File: src/rtl/txq_pkg.sv
package txq_pkg;

   localparam int unsigned REG_W = 8;

   typedef enum logic {
      TXQ_A_THR  = 1'b0,
      TXQ_A_STAT = 1'b1
   } txq_addr_e;

   // bit order is fixed by the shared status decoder (bit 7 down to bit 0)
   typedef struct packed {
      logic rx_brk;
      logic rx_frm;
      logic rx_par;
      logic rx_ovr;
      logic tx_emp;
      logic tx_rdy;
      logic full;
      logic rx_rdy;
   } txq_stat_t;

endpackage

File: src/rtl/txq_level.sv
module txq_level #(
   parameter int unsigned DEPTH = 32,
   parameter int unsigned CNT_W = $clog2(DEPTH + 1)
) (
   input  logic             clk,
   input  logic             rst_n,
   input  logic             flush,
   input  logic             wide,
   input  logic             wr_req,
   input  logic             rd_req,
   output logic             wr_ok,
   output logic             rd_ok,
   output logic [CNT_W-1:0] cnt,
   output logic             room
);

   localparam logic [CNT_W-1:0] DEPTH_C = CNT_W'(DEPTH);

   logic [CNT_W-1:0] cnt_q, cnt_n, samp, free;

   assign samp  = wide ? CNT_W'(2) : CNT_W'(1);
   assign free  = DEPTH_C - cnt_q;
   assign room  = (free >= samp);
   assign wr_ok = wr_req && !flush && room;
   assign rd_ok = rd_req && !flush && (cnt_q >= samp);

   always_comb begin
      cnt_n = cnt_q;
      if (wr_ok) cnt_n = cnt_n + samp;
      if (rd_ok) cnt_n = cnt_n - samp;
      if (flush) cnt_n = '0;
   end

   always_ff @(posedge clk) begin
      if (!rst_n) cnt_q <= '0;
      else        cnt_q <= cnt_n;
   end

   assign cnt = cnt_q;


   cnt_bound_chk: assert property (@(posedge clk) disable iff (!rst_n)
      cnt_q <= DEPTH_C);


   refuse_chk: assert property (@(posedge clk) disable iff (!rst_n)
      (wr_req && !room && !rd_req && !flush) |=> $stable(cnt_q));


   flush_chk: assert property (@(posedge clk) disable iff (!rst_n)
      flush |=> (cnt_q == '0));

endmodule

File: src/rtl/txq_store.sv
module txq_store #(
   parameter int unsigned DEPTH  = 32,
   parameter int unsigned BYTE_W = 8,
   parameter int unsigned PTR_W  = $clog2(DEPTH)
) (
   input  logic                clk,
   input  logic                rst_n,
   input  logic                flush,
   input  logic                wide,
   input  logic                wr_ok,
   input  logic                rd_ok,
   input  logic [2*BYTE_W-1:0] wr_data,
   output logic [2*BYTE_W-1:0] rd_data,
   output logic                rd_valid
);

   logic [PTR_W-1:0]  wp_q, rp_q, wp_hi, rp_hi, step;
   logic [BYTE_W-1:0] cells [DEPTH];

   assign step  = wide ? PTR_W'(2) : PTR_W'(1);
   assign wp_hi = wp_q + PTR_W'(1);
   assign rp_hi = rp_q + PTR_W'(1);

   for (genvar i = 0; i < DEPTH; i++) begin : g_cell
      localparam logic [PTR_W-1:0] IDX = PTR_W'(i);
      logic [BYTE_W-1:0] cell_q;
      always_ff @(posedge clk) begin
         if (!rst_n)                                cell_q <= '0;
         else if (wr_ok && wp_q == IDX)             cell_q <= wr_data[BYTE_W-1:0];
         else if (wr_ok && wide && wp_hi == IDX)    cell_q <= wr_data[2*BYTE_W-1:BYTE_W];
      end
      assign cells[i] = cell_q;
   end

   always_ff @(posedge clk) begin
      if (!rst_n) begin
         wp_q     <= '0;
         rp_q     <= '0;
         rd_data  <= '0;
         rd_valid <= 1'b0;
      end else if (flush) begin
         wp_q     <= '0;
         rp_q     <= '0;
         rd_valid <= 1'b0;
      end else begin
         rd_valid <= rd_ok;
         if (wr_ok) wp_q <= wp_q + step;
         if (rd_ok) begin
            rp_q    <= rp_q + step;
            rd_data <= {wide ? cells[rp_hi] : {BYTE_W{1'b0}}, cells[rp_q]};
         end
      end
   end


   narrow_hi_chk: assert property (@(posedge clk) disable iff (!rst_n)
      (rd_ok && !wide) |=> (rd_data[2*BYTE_W-1:BYTE_W] == '0));

endmodule

File: src/rtl/txq_csr.sv
module txq_csr
   import txq_pkg::*;
#(
   parameter int unsigned THR_W = 5,
   parameter int unsigned CNT_W = 6
) (
   input  logic             clk,
   input  logic             rst_n,
   input  logic             reg_we,
   input  logic             reg_addr,
   input  logic [REG_W-1:0] reg_wdata,
   output logic [REG_W-1:0] reg_rdata,
   input  logic [CNT_W-1:0] cnt,
   input  logic             room,
   input  logic             handoff,
   output logic             alert
);

   logic [THR_W-1:0] thr_q;
   txq_stat_t        stat_q, stat_n;
   logic             alert_q;

   always_comb begin
      stat_n        = '0;
      stat_n.tx_emp = (cnt == '0) && !handoff;
      stat_n.tx_rdy = room;
      stat_n.full   = !room;
   end

   always_ff @(posedge clk) begin
      if (!rst_n) begin
         thr_q   <= '0;
         stat_q  <= '0;
         alert_q <= 1'b0;
      end else begin
         if (reg_we && txq_addr_e'(reg_addr) == TXQ_A_THR) thr_q <= reg_wdata[THR_W-1:0];
         stat_q  <= stat_n;
         alert_q <= (cnt <= CNT_W'(thr_q));
      end
   end

   assign reg_rdata = (txq_addr_e'(reg_addr) == TXQ_A_THR) ? REG_W'(thr_q) : stat_q;
   assign alert     = alert_q;


   thr_rsvd_chk: assert property (@(posedge clk) disable iff (!rst_n)
      !reg_addr |-> ((reg_rdata >> THR_W) == '0));


   handoff_emp_chk: assert property (@(posedge clk) disable iff (!rst_n)
      handoff |=> !stat_q.tx_emp);


   rx_zero_chk: assert property (@(posedge clk) disable iff (!rst_n)
      !(stat_q.rx_brk || stat_q.rx_frm || stat_q.rx_par || stat_q.rx_ovr || stat_q.rx_rdy));

endmodule

File: src/rtl/txq_alert_fifo.sv
module txq_alert_fifo
   import txq_pkg::*;
#(
   parameter int unsigned DEPTH  = 32,
   parameter int unsigned BYTE_W = 8,
   parameter int unsigned THR_W  = 5
) (
   input  logic                clk,
   input  logic                rst_n,
   input  logic                wide_mode,
   input  logic                wr_en,
   input  logic [2*BYTE_W-1:0] wr_data,
   input  logic                rd_en,
   output logic [2*BYTE_W-1:0] rd_data,
   output logic                rd_valid,
   input  logic                reg_we,
   input  logic                reg_addr,
   input  logic [REG_W-1:0]    reg_wdata,
   output logic [REG_W-1:0]    reg_rdata,
   output logic                alert
);

   localparam int unsigned CNT_W = $clog2(DEPTH + 1);
   localparam int unsigned PTR_W = $clog2(DEPTH);

   initial begin : param_chk
      assert ((1 << PTR_W) == DEPTH && DEPTH >= 2)
         else $error("DEPTH must be a power of two");
      assert (THR_W >= 1 && THR_W <= REG_W && (1 << THR_W) <= DEPTH + 1)
         else $error("THR_W out of range");
   end

   logic             mode_q, flush, wr_ok, rd_ok, room;
   logic [CNT_W-1:0] cnt;

   always_ff @(posedge clk) begin
      if (!rst_n) mode_q <= 1'b0;
      else        mode_q <= wide_mode;
   end

   assign flush = (wide_mode != mode_q);

   txq_level #(.DEPTH(DEPTH), .CNT_W(CNT_W)) level_i (
      .clk, .rst_n, .flush, .wide(wide_mode),
      .wr_req(wr_en), .rd_req(rd_en),
      .wr_ok, .rd_ok, .cnt, .room
   );

   txq_store #(.DEPTH(DEPTH), .BYTE_W(BYTE_W), .PTR_W(PTR_W)) store_i (
      .clk, .rst_n, .flush, .wide(wide_mode),
      .wr_ok, .rd_ok, .wr_data, .rd_data, .rd_valid
   );

   txq_csr #(.THR_W(THR_W), .CNT_W(CNT_W)) csr_i (
      .clk, .rst_n, .reg_we, .reg_addr, .reg_wdata, .reg_rdata,
      .cnt, .room, .handoff(rd_valid), .alert
   );


   short_pop_chk: assert property (@(posedge clk) disable iff (!rst_n)
      (rd_en && !flush && (cnt < (wide_mode ? CNT_W'(2) : CNT_W'(1))))
         |=> (!rd_valid && $stable(rd_data)));


   wide_even_chk: assert property (@(posedge clk) disable iff (!rst_n)
      (mode_q && !flush) |-> !cnt[0]);

endmodule

File: config.mk
export PLATFORM = sky130hd
export DESIGN_NAME = txq_alert_fifo
export DESIGN_NICKNAME = d
export VERILOG_FILES = /design/src/rtl/txq_pkg.sv /design/src/rtl/txq_level.sv /design/src/rtl/txq_store.sv /design/src/rtl/txq_csr.sv /design/src/rtl/txq_alert_fifo.sv
export SDC_FILE = /design/constraint.sdc
export NUM_CORES = 1
export LEC_CHECK = 0
export ABC_AREA = 1
export BUFFER_PORTS_ARGS = -buffer_cell sky130_fd_sc_hd__buf_2
export CORE_MARGIN = 8
export CORE_UTILIZATION = 54
export DETAILED_ROUTE_END_ITERATION = 16
export PLACE_DENSITY = 0.69
export SYNTH_ARGS = -nofsm -noshare
export SYNTH_HDL_FRONTEND = slang
export SYNTH_SLANG_ARGS = --single-unit
File: constraint.sdc
create_clock -name clk -period 3.55 [get_ports clk]
set_input_delay 1.065 -clock clk [delete_from_list [all_inputs] [get_ports clk]]
set_output_delay 1.065 -clock clk [all_outputs]
set_load 0.005 [all_outputs]
# Word-level counts from Yosys, hierarchy flattened
# Index checks and enable logic that the tools add are counted.
# op_classes
n_eq_ne	63
n_reduce_logical	111
n_bitwise	5
addsub	7
magnitude_cmp	5
mux	76
# op_table
operator	n
$mux W8	70
$eq A5 B5 Y1 const B	32
$bmux W8 S5	2
$eq A5 B4 Y1 const B	16
$logic_and A1 B1 Y1	71
$reduce_bool A2 Y1	32
$eq A5 B3 Y1 const B	8
$eq A5 B2 Y1 const B	4
$ge A6 B6 Y1	2
$ge A6 B6 Y1 const B	2
$mux W6	2
$not A5 Y6	2
$add A5 B1 Y5 const B	2
$add A5 B5 Y5	2
$eq A5 B1 Y1 const B	2
$logic_not A5 Y1	2
$add A6 B6 Y6	1
$le A6 B5 Y1	1
$logic_not A6 Y1	1
$sub A6 B6 Y6	1
$sub A6 B6 Y6 const A	1
$mux W2	2
$logic_not A1 Y1	3
$not A1 Y1	3
other kinds (3)	3
# word_totals
in_bits	31
ff_bits	299
out_inout_bits	26
elab_cells	310

# Depth between registers and ports, before layout
# Gate-level depths: netlist (run 1).
# logic_depth
ltp_word	8
ltp_mapped	20

# Modules after synthesis
# Synthesis (run 1) repeated with hierarchy kept, for this count alone.
# unflattened
hier_cells	3085
area_unflattened_um2	18851.8
# by_module_without_submodules
module	area_per_inst_um2	cells_each	n_inst
txq_store	17463.0	2886	1
txq_level	837.1	124	1
txq_csr	505.5	67	1
txq_alert_fifo	46.3	8	1

# Worst setup path after synthesis (run 1)
# No wires, ideal clock.
# synth_path
path_kind	in2reg
start	input port wide_mode
end	register level_i.cnt_q[5] (netlist: level_i.cnt[5])
setup_ps	118
arrival_ps	3488
n_path_buf	1
path_slack_ps	-56
t_required_ps	3432
cell_stages	19
path_cell_list	inv_1 ha_1 inv_1 a21boi_0 nor2_2 nand3_4 nand2_8 buf_2 nand2_1 o21ai_0 ha_1 inv_1 o21bai_1 nor2_1 nand3_1 nor2_1 nand2_1 nand2_1 a21oi_1
# synth_via
elab_chain_cells	7
# synth_rtl
item	line_no	source
start, declared	txq_alert_fifo.sv:10	input logic wide_mode,
branches (longest 7 deep; another with $ge A6 B6 Y1)	n/a	
end signal, assigned	txq_level.sv:36	else cnt_q <= cnt_n;
end, declared	txq_level.sv:19	logic [CNT_W-1:0] cnt_q, cnt_n, samp, free;
# Parallel ways; which one is timed is not known.
# A chain may end at the register's enable or synchronous reset.

# Worst setup path after layout (run 1)
# layout_path
start	input port wide_mode
end	register store_i.g_cell[16].cell_q[5]
# layout_via
elab_chain_cells	7
# layout_rtl
item	line_no	source
branches (longest 7 deep; another with $ge A6 B6 Y1)	n/a	
end signal, assigned	txq_store.sv:29	else if (wr_ok && wp_q == IDX) cell_q <= wr_data[BYTE_W-1:0];
end signal, assigned	txq_store.sv:30	else if (wr_ok && wide && wp_hi == IDX) cell_q <= wr_data[2*BYTE_W-1:BYTE_W];
end, declared	txq_store.sv:26	logic [BYTE_W-1:0] cell_q;
# Parallel ways; which one is timed is not known.

==> run metrics, run 1 <==
critical path's top delay family=simple AND/OR/NAND/NOR gates; ranking of synthesized cells by area=dfxtp_1, nand2_1, a21oi_1; Yosys cell types=43; EDFF count, synth=0; syn_area_per_cell=6.11 um^2; Final Critical Period=3040 ps; largest net degree at the start of global routing=123; Synth Instances=approximately 3100; max incr delay on CP=310 ps; first-pass GRT wire length=114000 um; total track usage=35.0%; DPL Wire Length=49000 um; Hold Path Cell Cnt=1; fraction of layout cells with a size suffix above 1=9.58%; critical path data arrival time=3460 ps; Synth top area share=approximately a third; DRC viols=0; Setup violations, final=0; Max Clk Rate=0.329 GHz; Ant. Diodes=0; R2R cell count=8; nets=3119; Max IR drop VDD=0.373 mV; outcome=finished, final reports clean; Sw Share=27.5%; Initial Utilization=54.9%; vias in the first global route=19800; Sw Pwr=2.37 mW; final wirelength=74700 um; most common cell after layout, fill and taps aside=nand2_1; gp weighted congestion=0.967; Synth area leader=dfxtp_1; Reg-to-Reg Start=store_i.rp_q[0]; IO Pins=57; pwr/cell area=~410 nW/um^2; CTS tree=built; Seq/Total Area, Yosys=31.5%; worst hold start=store_i.rd_valid; drt pass-1 iters=6; setup TNS=0 ps; Levels on crit path=16; clock buffer depth=3; Internal=~6.2 mW; register share of total power=39.7%; crit path from=wide_mode; worst path required time=3970 ps; worst min-delay path class=reg2reg; Max Cap Viol=0; Setup Buffers After CTS=0; worst path bufs/invs=6; Tcrit/Tclk final=85.6%; Post-CTS Hold Fix Bufs=0; normalized max-slew margin=34.4%; Final Hold Viols=0; Pleak=approximately 8 nW; Die Height=204 um; Slew Limit Fails=0; post-synthesis cell area=~19000 um^2; Area Overhead vs Synth=10.3%; Seq cells post-synth=299; RSZ-0062 raised after global routing=no; slowest CP cell=nand2_1; commonest cells after routing, fill and taps aside=nand2_1, a21oi_1, o21ai_0, dfxtp_1, nor2_1; core region area=34600 um^2; ys async rst share=0%; CP cell instances=buf_2 > clkinvlp_4 > ha_1 > inv_1 > a21boi_0 > nor2_2 > nand3_4 > nand2_8 > buf_12 > nor2_4 > buf_12 > nand3_1 > nand2_1 > inv_2 > nand2_1 > a21oi_1; initial antenna violation count=0; routed len/inst=21.1 um; Post-CTS Resized=0; initial DRC count=2574; vias per cell=6.10; clock latency at the later pin of the worst-skew pair=about 570 ps; Port Buffers=50; critical path endpoint category=flip-flop; final hold slack=439 ps; H-tree levels=2; Clk network pwr share=48.0%; startpoint class of the critical path=primary input; CP Max Fanout=32; Setup CP Type=in2reg; die width=204 um; post-route ant nets=0; clock skew=roughly 17 ps; TritonCTS Buffers=37; FP Rows=68; GRT overflow=0; worst slew pin tran=980 ps; Comb power frac=12.3%; Clock Sinks=~300; Syn. warnings=0; Clock Root Buffer=clkbuf_16; via count=21600; die area=41400 um^2; clk slew on worst S/H paths=roughly 60 ps; dominant synthesized flop cell=dfxtp_1
[final cells by class]
type	count	area, um^2
sequential	299	5990
tap	455	569
inverter	209	801
fill	3437	13700
multi-input combinational	2374	11200
timing repair buffer	143	1050
clock buffer	53	1080
clock inverter	13	226
[final timing paths]
path                                  end  slack, ps
max          store_i.g_cell[16].cell_q[5]        510
min                       csr_i.stat_q[3]        440
max reg2reg            store_i.rd_data[8]        520
min reg2reg               csr_i.stat_q[3]        440
[registers in the layout (all words and copies together), names as in the netlist]
signal and count:
level_i.cnt 6, csr_i.thr_q 5, store_i.rd_data 16, store_i.g_cell.cell_q 256, csr_i.alert 1, mode_q 1
store_i.rd_valid 1, store_i.rp_q 5, store_i.wp_q 5, csr_i.stat_q 3
[routing by layer]
layer / up-vias / routed length [um] / part of all wire [%] / GRT usage (%)
met3: 269 / 8380 / 11 / 7.38
met2: 1211 / 31600 / 42 / 52.7
met1: 9903 / 30500 / 41 / 46.1
met5: - / 0 / 0 / 0
met4: 0 / 4220 / 5.7 / 19.9
li1: 10300 / - / - / -
[cells by family after synthesis]
kind of cell | count (synthesis) | share of synthesized area [%]
other cells | 1 | 0.0197
simple gates | 1333 | 29.5
xor+xnor | 7 | 0.323
fa+ha+maj | 24 | 1.74
compound gates | 1007 | 27.5
flops | 299 | 31.5
buf+inv | 437 | 9.41
[power by group through the flow]
stage	registers [mW]	clock network [mW]	logic [mW]
2_1_floorplan	3.48	0	0.674
3_3_place_gp	3.49	0	1.00
4_1_cts	3.42	4.16	1.03
5_1_grt	3.42	4.29	1.15
3_5_place_dp	3.49	0	1.02
6_report	3.42	4.14	1.06
[cells in the mapped netlist, types with 2 or more instances]
| library cell | count |
|---|---|
| a21oi_1 | 462 |
| nor3b_2 | 4 |
| fa_1 | 4 |
| nand2_1 | 781 |
| and3_1 | 2 |
| inv_1 | 168 |
| clkinv_1 | 5 |
| buf_2 | 16 |
| nand3_2 | 3 |
| dfxtp_1 | 299 |
| o21a_1 | 2 |
| nand4_1 | 9 |
| buf_6 | 12 |
| o211ai_1 | 63 |
| inv_2 | 36 |
| nor3_1 | 4 |
| buf_1 | 29 |
| ha_1 | 20 |
| nor2_2 | 3 |
| nand2_4 | 14 |
| xor2_1 | 7 |
| buf_4 | 7 |
| nor2_4 | 2 |
| o21ai_1 | 88 |
| o21ai_0 | 384 |
| nor2_1 | 258 |
| nand3_1 | 226 |
| nand2_2 | 23 |
| clkbuf_1 | 163 |
[metrics by stage]
step	instance area (um^2)	std cells	util, %	power [mW]	setup WS [ps]
2_1_floorplan	19000	3110	-	4.15	33.2
3_3_place_gp	19700	3480	56.8	4.49	76.5
3_5_place_dp	19700	3480	56.8	4.51	36.2
4_1_cts	21000	3546	60.5	8.61	601
5_1_grt	21000	3546	60.5	8.86	356
6_report	21000	3546	60.5	8.62	510
Note: power is estimated with default switching activity, not from simulation.
==> inputs of run 2 (changes only) <==
- CORE_ASPECT_RATIO: default -> 2
- SLEW_MARGIN: default -> 20
==> run metrics, run 2 (synthesis results as in run 1) <==
outcome=finished, final reports clean; final wirelength=78100 um; Clock Root Buffer=clkbuf_16; Pleak=7.87 nW; crit path from=store_i.rp_q[0]; via count=21500; Final Hold Viols=0; max reg flops=256; Area Overhead vs Synth=9.06%; pwr/cell area=slightly below 400 nW/um^2; Setup Buffers After CTS=0; total track usage=36.7%; initial antenna violation count=0; Initial Utilization=54.6%; Ant. Diodes=0; worst path required time=4070 ps; Post-CTS Resized=0; commonest cells after routing, fill and taps aside=nand2_1, a21oi_1, o21ai_0, dfxtp_1, nor2_1; worst hold start=store_i.rd_valid; Setup CP Type=reg2reg; Max Cap Viol=0; TritonCTS Buffers=30; nets=just over 3000; Port Buffers=50; Reg with most FFs=store_i.g_cell.cell_q; normalized max-slew margin=35.3%; Tcrit/Tclk final=86.7%; clock skew=24.1 ps; Max Clk Rate=approximately 0.33 GHz; Post-CTS Hold Fix Bufs=0; largest net degree at the start of global routing=234; FP Rows=97; clock buffer depth=3; Max IR drop VDD=0.479 mV; RSZ-0062 raised after global routing=no; final hold slack=438 ps; vias per cell=6.10; clock latency at the later pin of the worst-skew pair=600 ps; biggest regs=store_i.g_cell.cell_q x256, store_i.rd_data x16, level_i.cnt x6; Setup violations, final=0; IO Pins=57; Clock Sinks=around 300; initial DRC count=about 2200; DPL Wire Length=51900 um; GRT overflow=0; worst min-delay path class=reg2reg; CTS tree=built; Die Height=roughly 280 um; critical path data arrival time=3600 ps; core region area=34800 um^2; post-route ant nets=0; Final Critical Period=3080 ps; H-tree levels=1; worst slew pin tran=~970 ps; drt pass-1 iters=5; Reg-to-Reg Start=store_i.rp_q[0]; Slew Limit Fails=0; die width=149 um; startpoint class of the critical path=flip-flop; die area=41800 um^2; DRC viols=0; clk slew on worst S/H paths=about 70 ps; CP Max Fanout=233; routed len/inst=22.2 um; critical path endpoint category=flip-flop; first-pass GRT wire length=between 100000 and 150000 um; most common cell after layout, fill and taps aside=nand2_1; vias in the first global route=20100; gp weighted congestion=0.973; fraction of layout cells with a size suffix above 1=9.42%; setup TNS=0 ps
[run 2: cell types whose count changed in the layout (fill, tap and decap cells not counted), sizes merged]
cell      change
clkinvlp      -1
clkbuf       -11
clkinv        +3
buf           -3
inv           +1
bufinv        -3
[run 2: worst paths after layout]
| path | depth (start not counted) | to | slack [ps] |
|---|---|---|---|
| max reg2reg | 8 | store_i.rd_data[8] | 470 |
| max | 8 | store_i.rd_data[8] | 470 |
| min reg2reg | 1 | csr_i.stat_q[3] | 440 |
| min | 1 | csr_i.stat_q[3] | 440 |
[run 2: area by class of cell]
cell class | instances | area, um^2
fill | 3459 | 14100
multi-input combinational | 2374 | 11200
sequential | 299 | 5990
timing repair buffer | 140 | 1050
clock buffer | 42 | 918
inverter | 209 | 801
tap | 445 | 557
clock inverter | 13 | 155
[run 2: through the flow]
stage | setup WS, ps | util (%) | area [um^2] | std cells | power (mW)
after floorplan | 33.2 | - | 19000 | 3110 | 4.15
after global placement | 79.3 | 56.4 | 19600 | 3467 | 4.51
after detailed placement | 27.9 | 56.4 | 19600 | 3467 | 4.53
after CTS | 567 | 59.5 | 20700 | 3522 | 8.00
after global routing | 359 | 59.5 | 20700 | 3522 | 8.25
final | 473 | 59.5 | 20700 | 3522 | 8.01
[run 2: worst max-delay path: stages (launching register included)]
cell and delay, ps:
dfxtp_4 400, buf_12 640, nand3_1 180, xor2_1 250, inv_1 560, nand3_1 280, nand3_1 230, nand3_1 150
a21oi_1 150
[run 2: layer usage]
layer / GRT usage, % / routed length, um
met4: 34.4 / 8040
met5: 0 / 0
met3: 6.14 / 7100
met2: 59.4 / 36000
met1: 40.2 / 26900
[run 2: where the power goes]
group | internal [mW] | total, mW | switching (mW)
combinational | 0.303 | 1.08 | 0.773
sequential | 3.38 | 3.41 | 0.0243
clock | 2.02 | 3.53 | 1.51
